**src/rtl/mtc_pkg.sv**
```systemverilog
`timescale 1ns/1ps
package mtc_pkg;
    typedef enum logic [1:0] {
        ST_IDLE = 2'd0,
        ST_SEEK = 2'd1,
        ST_HOLD = 2'd2
    } mtc_state_e;

    typedef enum logic [1:0] {
        DIR_NONE = 2'd0,
        DIR_UP   = 2'd1,
        DIR_DN   = 2'd2
    } mtc_dir_e;

    localparam logic [1:0] CMD_RAISE = 2'b01;
    localparam logic [1:0] CMD_LOWER = 2'b10;
endpackage

```
**src/rtl/mtc_req_arb.sv**
```systemverilog
`timescale 1ns/1ps
module mtc_req_arb
    import mtc_pkg::*;
#(
    parameter int ADC_W = 10
) (
    input  logic             pin_up,
    input  logic             pin_dn,
    input  logic [1:0]       cmd,
    input  logic [ADC_W-1:0] tgt_hi,
    input  logic [ADC_W-1:0] tgt_lo,
    output mtc_dir_e         dir,
    output logic [ADC_W-1:0] tgt_sel
);
    logic want_up;
    logic want_dn;

    assign want_up = pin_up | (cmd == CMD_RAISE);
    assign want_dn = pin_dn | (cmd == CMD_LOWER);

    // conflicting requests resolve to none; R11: target follows direction
    always_comb begin
        dir = DIR_NONE;
        if (want_up && !want_dn) begin
            dir = DIR_UP;
        end else if (want_dn && !want_up) begin
            dir = DIR_DN;
        end
        tgt_sel = (dir == DIR_DN) ? tgt_lo : tgt_hi;
    end
endmodule

```
**src/rtl/mtc_code_step.sv**
```systemverilog
`timescale 1ns/1ps
module mtc_code_step #(
    parameter int DAC_W = 8,
    parameter int ADC_W = 10
) (
    input  logic             clk,
    input  logic             rst_n,
    input  logic             load,
    input  logic [DAC_W-1:0] start_code,
    input  logic             step_en,
    input  logic [ADC_W-1:0] sample,
    input  logic [ADC_W-1:0] target,
    input  logic             inv,
    output logic [DAC_W-1:0] code,
    output logic             match,
    output logic             go_up
);
    localparam logic [DAC_W-1:0] CODE_MAX = {DAC_W{1'b1}};
    localparam logic [DAC_W-1:0] CODE_MIN = '0;

    logic [DAC_W-1:0] code_q;
    logic [DAC_W-1:0] code_d;
    logic             below;

    assign below = sample < target;
    assign match = sample == target;
    assign go_up = below ^ inv;

    always_comb begin
        code_d = code_q;
        if (load) begin
            code_d = start_code;
        end else if (step_en) begin
            if (go_up) begin
                if (code_q != CODE_MAX) code_d = code_q + 1'b1;
            end else begin
                if (code_q != CODE_MIN) code_d = code_q - 1'b1;
            end
        end
    end

    always_ff @(posedge clk or negedge rst_n) begin
        if (!rst_n) code_q <= '0;
        else        code_q <= code_d;
    end

    assign code = code_q;

    // no wrap at either end
    a_r5_no_wrap_top: assert property (@(posedge clk) disable iff (!rst_n)
        (step_en && !load && go_up && code_q == CODE_MAX) |=> code_q == CODE_MAX);
    a_r5_no_wrap_bot: assert property (@(posedge clk) disable iff (!rst_n)
        (step_en && !load && !go_up && code_q == CODE_MIN) |=> code_q == CODE_MIN);
endmodule

```
**src/rtl/margin_trim_ctrl.sv**
```systemverilog
`timescale 1ns/1ps
module margin_trim_ctrl
    import mtc_pkg::*;
#(
    parameter int ADC_W = 10,
    parameter int DAC_W = 8
) (
    input  logic             clk,
    input  logic             rst_n,
    input  logic             pin_up_i,
    input  logic             pin_dn_i,
    input  logic [1:0]       margin_cmd_i,
    input  logic [ADC_W-1:0] tgt_hi_i,
    input  logic [ADC_W-1:0] tgt_lo_i,
    input  logic [DAC_W-1:0] start_code_i,
    input  logic             trim_inv_i,
    input  logic             ready_pol_i,
    input  logic             adc_valid_i,
    input  logic [ADC_W-1:0] adc_data_i,
    output logic             adc_ready_o,
    output logic [DAC_W-1:0] dac_code_o,
    output logic             trim_oe_o,
    output logic             ready_o
);
    mtc_state_e       state_q, state_d;
    mtc_dir_e         dir, dir_q;
    logic [ADC_W-1:0] tgt_sel;
    logic [ADC_W-1:0] held_q;
    logic             accept;
    logic             match;
    logic             go_up;
    logic             load;
    logic             step_en;

    mtc_req_arb #(.ADC_W(ADC_W)) u_arb (
        .pin_up  (pin_up_i),
        .pin_dn  (pin_dn_i),
        .cmd     (margin_cmd_i),
        .tgt_hi  (tgt_hi_i),
        .tgt_lo  (tgt_lo_i),
        .dir     (dir),
        .tgt_sel (tgt_sel)
    );

    assign accept  = adc_valid_i && (state_q == ST_SEEK);
    assign load    = (state_q == ST_IDLE) && (dir != DIR_NONE);
    assign step_en = accept && (dir != DIR_NONE) && !match;

    mtc_code_step #(.DAC_W(DAC_W), .ADC_W(ADC_W)) u_step (
        .clk        (clk),
        .rst_n      (rst_n),
        .load       (load),
        .start_code (start_code_i),
        .step_en    (step_en),
        .sample     (adc_data_i),
        .target     (tgt_sel),
        .inv        (trim_inv_i),
        .code       (dac_code_o),
        .match      (match),
        .go_up      (go_up)
    );

    // next state
    always_comb begin
        state_d = state_q;
        unique case (state_q)
            ST_IDLE: if (dir != DIR_NONE) state_d = ST_SEEK;            // start
            ST_SEEK: begin
                if (dir == DIR_NONE)        state_d = ST_IDLE;          // release
                else if (accept && match)   state_d = ST_HOLD;          // lock
            end
            ST_HOLD: begin
                if (dir == DIR_NONE)        state_d = ST_IDLE;          // release
                else if (dir != dir_q || tgt_sel != held_q)
                                            state_d = ST_SEEK;          // retarget
            end
            default:                        state_d = ST_IDLE;
        endcase
    end

    // state register
    always_ff @(posedge clk or negedge rst_n) begin
        if (!rst_n) begin
            state_q <= ST_IDLE;
            dir_q   <= DIR_NONE;
            held_q  <= '0;
        end else begin
            state_q <= state_d;
            if (dir != DIR_NONE) dir_q <= dir;
            if (state_q == ST_SEEK && accept && match && dir != DIR_NONE)
                held_q <= tgt_sel;
        end
    end

    // outputs
    always_comb begin
        trim_oe_o   = (state_q != ST_IDLE);
        adc_ready_o = (state_q == ST_SEEK);
        ready_o     = ready_pol_i ? (state_q == ST_HOLD) : (state_q != ST_HOLD);
    end

    a_r2_start_load: assert property (@(posedge clk) disable iff (!rst_n)
        (state_q == ST_IDLE && dir != DIR_NONE) |=> (trim_oe_o && dac_code_o == $past(start_code_i)));
    a_r3_no_sample_no_step: assert property (@(posedge clk) disable iff (!rst_n)
        (state_q == ST_SEEK && !adc_valid_i) |=> $stable(dac_code_o));
    a_r6_hold_frozen: assert property (@(posedge clk) disable iff (!rst_n)
        (state_q == ST_HOLD) |=> $stable(dac_code_o));
    a_r8_release: assert property (@(posedge clk) disable iff (!rst_n)
        (dir == DIR_NONE) |=> !trim_oe_o);
    a_r9_conflict: assert property (@(posedge clk) disable iff (!rst_n)
        (pin_up_i && pin_dn_i) |=> !trim_oe_o);
    a_r6_no_accept_outside_seek: assert property (@(posedge clk) disable iff (!rst_n)
        (state_q != ST_SEEK) |-> !adc_ready_o);
endmodule

```
**config.mk**
```make
export PLATFORM = sky130hd
export DESIGN_NAME = margin_trim_ctrl
export DESIGN_NICKNAME = d
export VERILOG_FILES = /design/src/rtl/mtc_pkg.sv /design/src/rtl/mtc_req_arb.sv /design/src/rtl/mtc_code_step.sv /design/src/rtl/margin_trim_ctrl.sv
export SDC_FILE = /design/constraint.sdc
export NUM_CORES = 1
export LEC_CHECK = 0
export BUFFER_PORTS_ARGS = -buffer_cell sky130_fd_sc_hd__buf_2
export CELL_PAD_IN_SITES_DETAIL_PLACEMENT = 1
export CELL_PAD_IN_SITES_GLOBAL_PLACEMENT = 1
export CORE_ASPECT_RATIO = 0.75
export CORE_MARGIN = 2
export CORE_UTILIZATION = 41
export CTS_CLUSTER_SIZE = 20
export DETAILED_ROUTE_END_ITERATION = 12
export PLACE_DENSITY_LB_ADDON = 0.1
export SYNTH_ARGS = -nofsm -noshare
export SYNTH_HDL_FRONTEND = slang
export SYNTH_SLANG_ARGS = --single-unit
```
**constraint.sdc**
```tcl
create_clock -name clk -period 4.2 [get_ports clk]
set_clock_uncertainty 0.2 [all_clocks]
set_input_delay 0.42 -clock clk [delete_from_list [all_inputs] [get_ports clk]]
set_output_delay 0.42 -clock clk [all_outputs]
set_load 0.01 [all_outputs]
```
==> key figures <==
Run status
  – Status: finished clean

Min path
  – HP Class: in -> reg

Yosys
  – Mean Syn Cell Area: 8.735 um^2
  – Post-synth EDFFs: 0
  – Syn_nets: 275
  – Synth Cell Area: 1878 um^2
  – #FFs+latches synth: 22
  – Cells after Synth: 215
  – Netlist cell types: 40
  – Main flop type after synthesis: dfrtp_1
  – Async SR Flop Fraction: 100.0%
  – Synth warn: 0
  – Register area share after synthesis: 29.31%

CTS
  – CTS Buf Count: 3
  – TritonCTS clock tree: done
  – Clk sinks: 22
  – CTS Buffer Depth: 2
  – H-tree depth: 1
  – Root Buffer: clkbuf_8
  – Clock latency on the worst-skew pair: 0.27 ns
  – Reg clk slew, reported paths: 0.08 ns

Global route
  – Pin count of the biggest net entering global routing: 23
  – Vias in the first global route: 2004
  – Initial antenna violation count: 0
  – First-pass GRT wire length: 9453 um
  – Global-route usage over all layers: 23.68%
  – Global route overflow: 0

Power and ir drop
  – Worst VDD drop: 241.4 uV
  – PwrDens: 340.8 nW/um^2
  – Pleak: 0.001170 uW
  – PnR Total Power: 891.1 uW

Setup path
  – Req. time, crit path: 4.14 ns
  – Startpoint types: input port
  – CP Max Fanout: 4
  – Worst setup EP type: register
  – Critical setup path kind: in -> reg
  – Crit path DAT: 4.05 ns

Drt
  – DRC Markers: 0
  – Vias per cell: 5.599
  – First drt pass iteration count: 4
  – Drt wl/cell: 16.92 um
  – Antenna Nets Post-Route: 0
  – Total wire length: 5904 um
  – Via count: 1954
  – Initial DRC count: 98

Layout
  – Layout Cells excl Fill: 349
  – Commonest non-fill, non-tap cell in the layout: buf_2
  – Most frequent cells in the layout: buf_2 (57), dfrtp_1 (22), buf_4 (22)
  – Final core occ: 58.89%
  – Layout cells sized above 1: 39.04%
  – Area delta synth->final: 39.24%
  – Finished Cell Area: 2615 um^2
  – # nets final: 353
  – Antenna cells: 0

STA
  – Final hold viol count: 0
  – Setup TNS: 0 ns
  – Tmin final: 4.106 ns
  – Max-slew headroom: 50.29%
  – Worst-Margin Slew: 0.7412 ns
  – Slew Viols, Final: 0
  – Final setup viols: 0
  – Final worst-path cycle share: 97.76%
  – Fmax: 243.6 MHz

Place
  – Detail Placement HPWL: 4484 um
  – # port buffers: 57
  – Placed insts: 340
  – Placed Area: 2450 um^2
  – RD Place Congestion: 0.8604

Die
  – Std cell rows: 21
  – Core ar.: 4441 um^2
  – Die W: 82.15 um
  – Die area: 5144 um^2
  – Die Height: 62.62 um
  – Top-level port count: 58
  – Starting Density: 42.29%

Run
  – Max Cap Viol: 0
==> through the flow <==
step	worst slack, ns	hold slack (ns)
floorplan	0.01722	-0.07559
global placement	-0.1224	0.2195
detailed placement	-0.2480	0.2198
CTS	0.01572	0.1535
global route	-0.05639	0.1589
finish	0.09427	0.1567
==> synth_stat cells, types with 2 or more instances <==
master | number | area share (%)
or4_4 | 2 | 1.2
nor4_1 | 7 | 2.3
inv_1 | 8 | 1.6
o21ai_0 | 4 | 1.1
and4_1 | 2 | 0.93
a21oi_1 | 15 | 4.0
nor2_1 | 20 | 4.0
nand2b_1 | 3 | 1.0
nand4_1 | 4 | 1.3
nand2_1 | 12 | 2.4
clkbuf_1 | 7 | 1.4
mux2i_1 | 17 | 9.1
ha_1 | 13 | 8.7
nor2b_1 | 2 | 0.67
nor3_1 | 7 | 1.9
o21ai_1 | 4 | 1.1
xnor2_1 | 13 | 6.1
a21o_1 | 3 | 1.2
or2_2 | 2 | 0.67
or4_1 | 4 | 1.6
or3_1 | 3 | 1.0
xor2_1 | 6 | 2.8
dfrtp_1 | 22 | 29
o311ai_2 | 2 | 1.7
mux2_2 | 5 | 3.0
o22ai_1 | 8 | 2.7
nand3_1 | 6 | 1.6
a211oi_1 | 2 | 0.80
==> power breakdown <==
group,internal (uW),switching [uW],total [uW]
clock network,83.7,70.9,155
logic,195,206,402
registers,245,89.8,335
==> worst paths after layout <==
path                            startpoint             end  slack (ns)  cells after the start
hold reg to reg                   dir_q[1]        dir_q[1]        0.34                      1
max in group asynchronous            rst_n  u_step.code[5]        3.00                      2
setup reg to reg            u_step.code[1]  u_step.code[6]        1.68                      8
hold / removal             start_code_i[2]  u_step.code[2]        0.16                      3
min in group asynchronous            rst_n        dir_q[0]        0.45                      2
setup / recovery           margin_cmd_i[0]  u_step.code[6]        0.09                     19
==> layer usage <==
layer	GRT usage (%)	share of wire (%)	wire length, um
met5	0	0	0
met4	2.500	0.47	28
met2	38.52	48	2836
met3	4.191	4.6	269
met1	33.82	47	2770
==> sequential cells by signal (all words and copies together), names as in the netlist <==
signal       flops
u_step.code      8
held_q          10
state_q          2
dir_q            2
==> kinds of logic (layout without fill, tap and decap cells) <==
kind of cell | count (synthesis) | count (layout) | synth area share, %
compound gates | 44 | 44 | 15.26
mux | 22 | 22 | 12.06
simple gates | 78 | 78 | 22.38
buf+inv | 17 | 94 | 3.464
flops | 22 | 22 | 29.31
fa+ha+maj | 13 | 13 | 8.661
xor+xnor | 19 | 19 | 8.861
==> layout make-up <==
type                            count  area, um^2
Sequential cell                    22       550.5
Multi-Input combinational cell    176        1416
Inverter                            8       30.03
Fill cell                         558        1826
Clock buffer                        4       55.05
Timing Repair Buffer               82       491.7
Tap cell                           57       71.32
==> worst max-delay path: stages <==
cell,delay (ns)
buf_2,0.10
a21o_1,0.19
inv_1,0.10
ha_4,0.17
buf_6,0.15
mux2i_4,0.27
ha_4,0.24
a211oi_2,0.18
nor2_1,0.11
a2111oi_4,0.41
xnor2_2,0.12
xor2_1,0.16
ha_2,0.21
buf_4,0.13
or4_4,0.53
o22ai_1,0.16
mux2i_1,0.12
xor2_1,0.18
a21oi_1,0.09
==> timing repair <==
item | 4_1_cts | 5_1_grt
pin swaps | 0 | 1
setup endpoints to repair | 1 | 3
hold buffers | 1 | 0
gates resized for setup | 1 | 8
hold endpoints to repair | 22 | 0
setup buffers | 1 | 3
No activity file was read; power rests on OpenSTA's default activity.
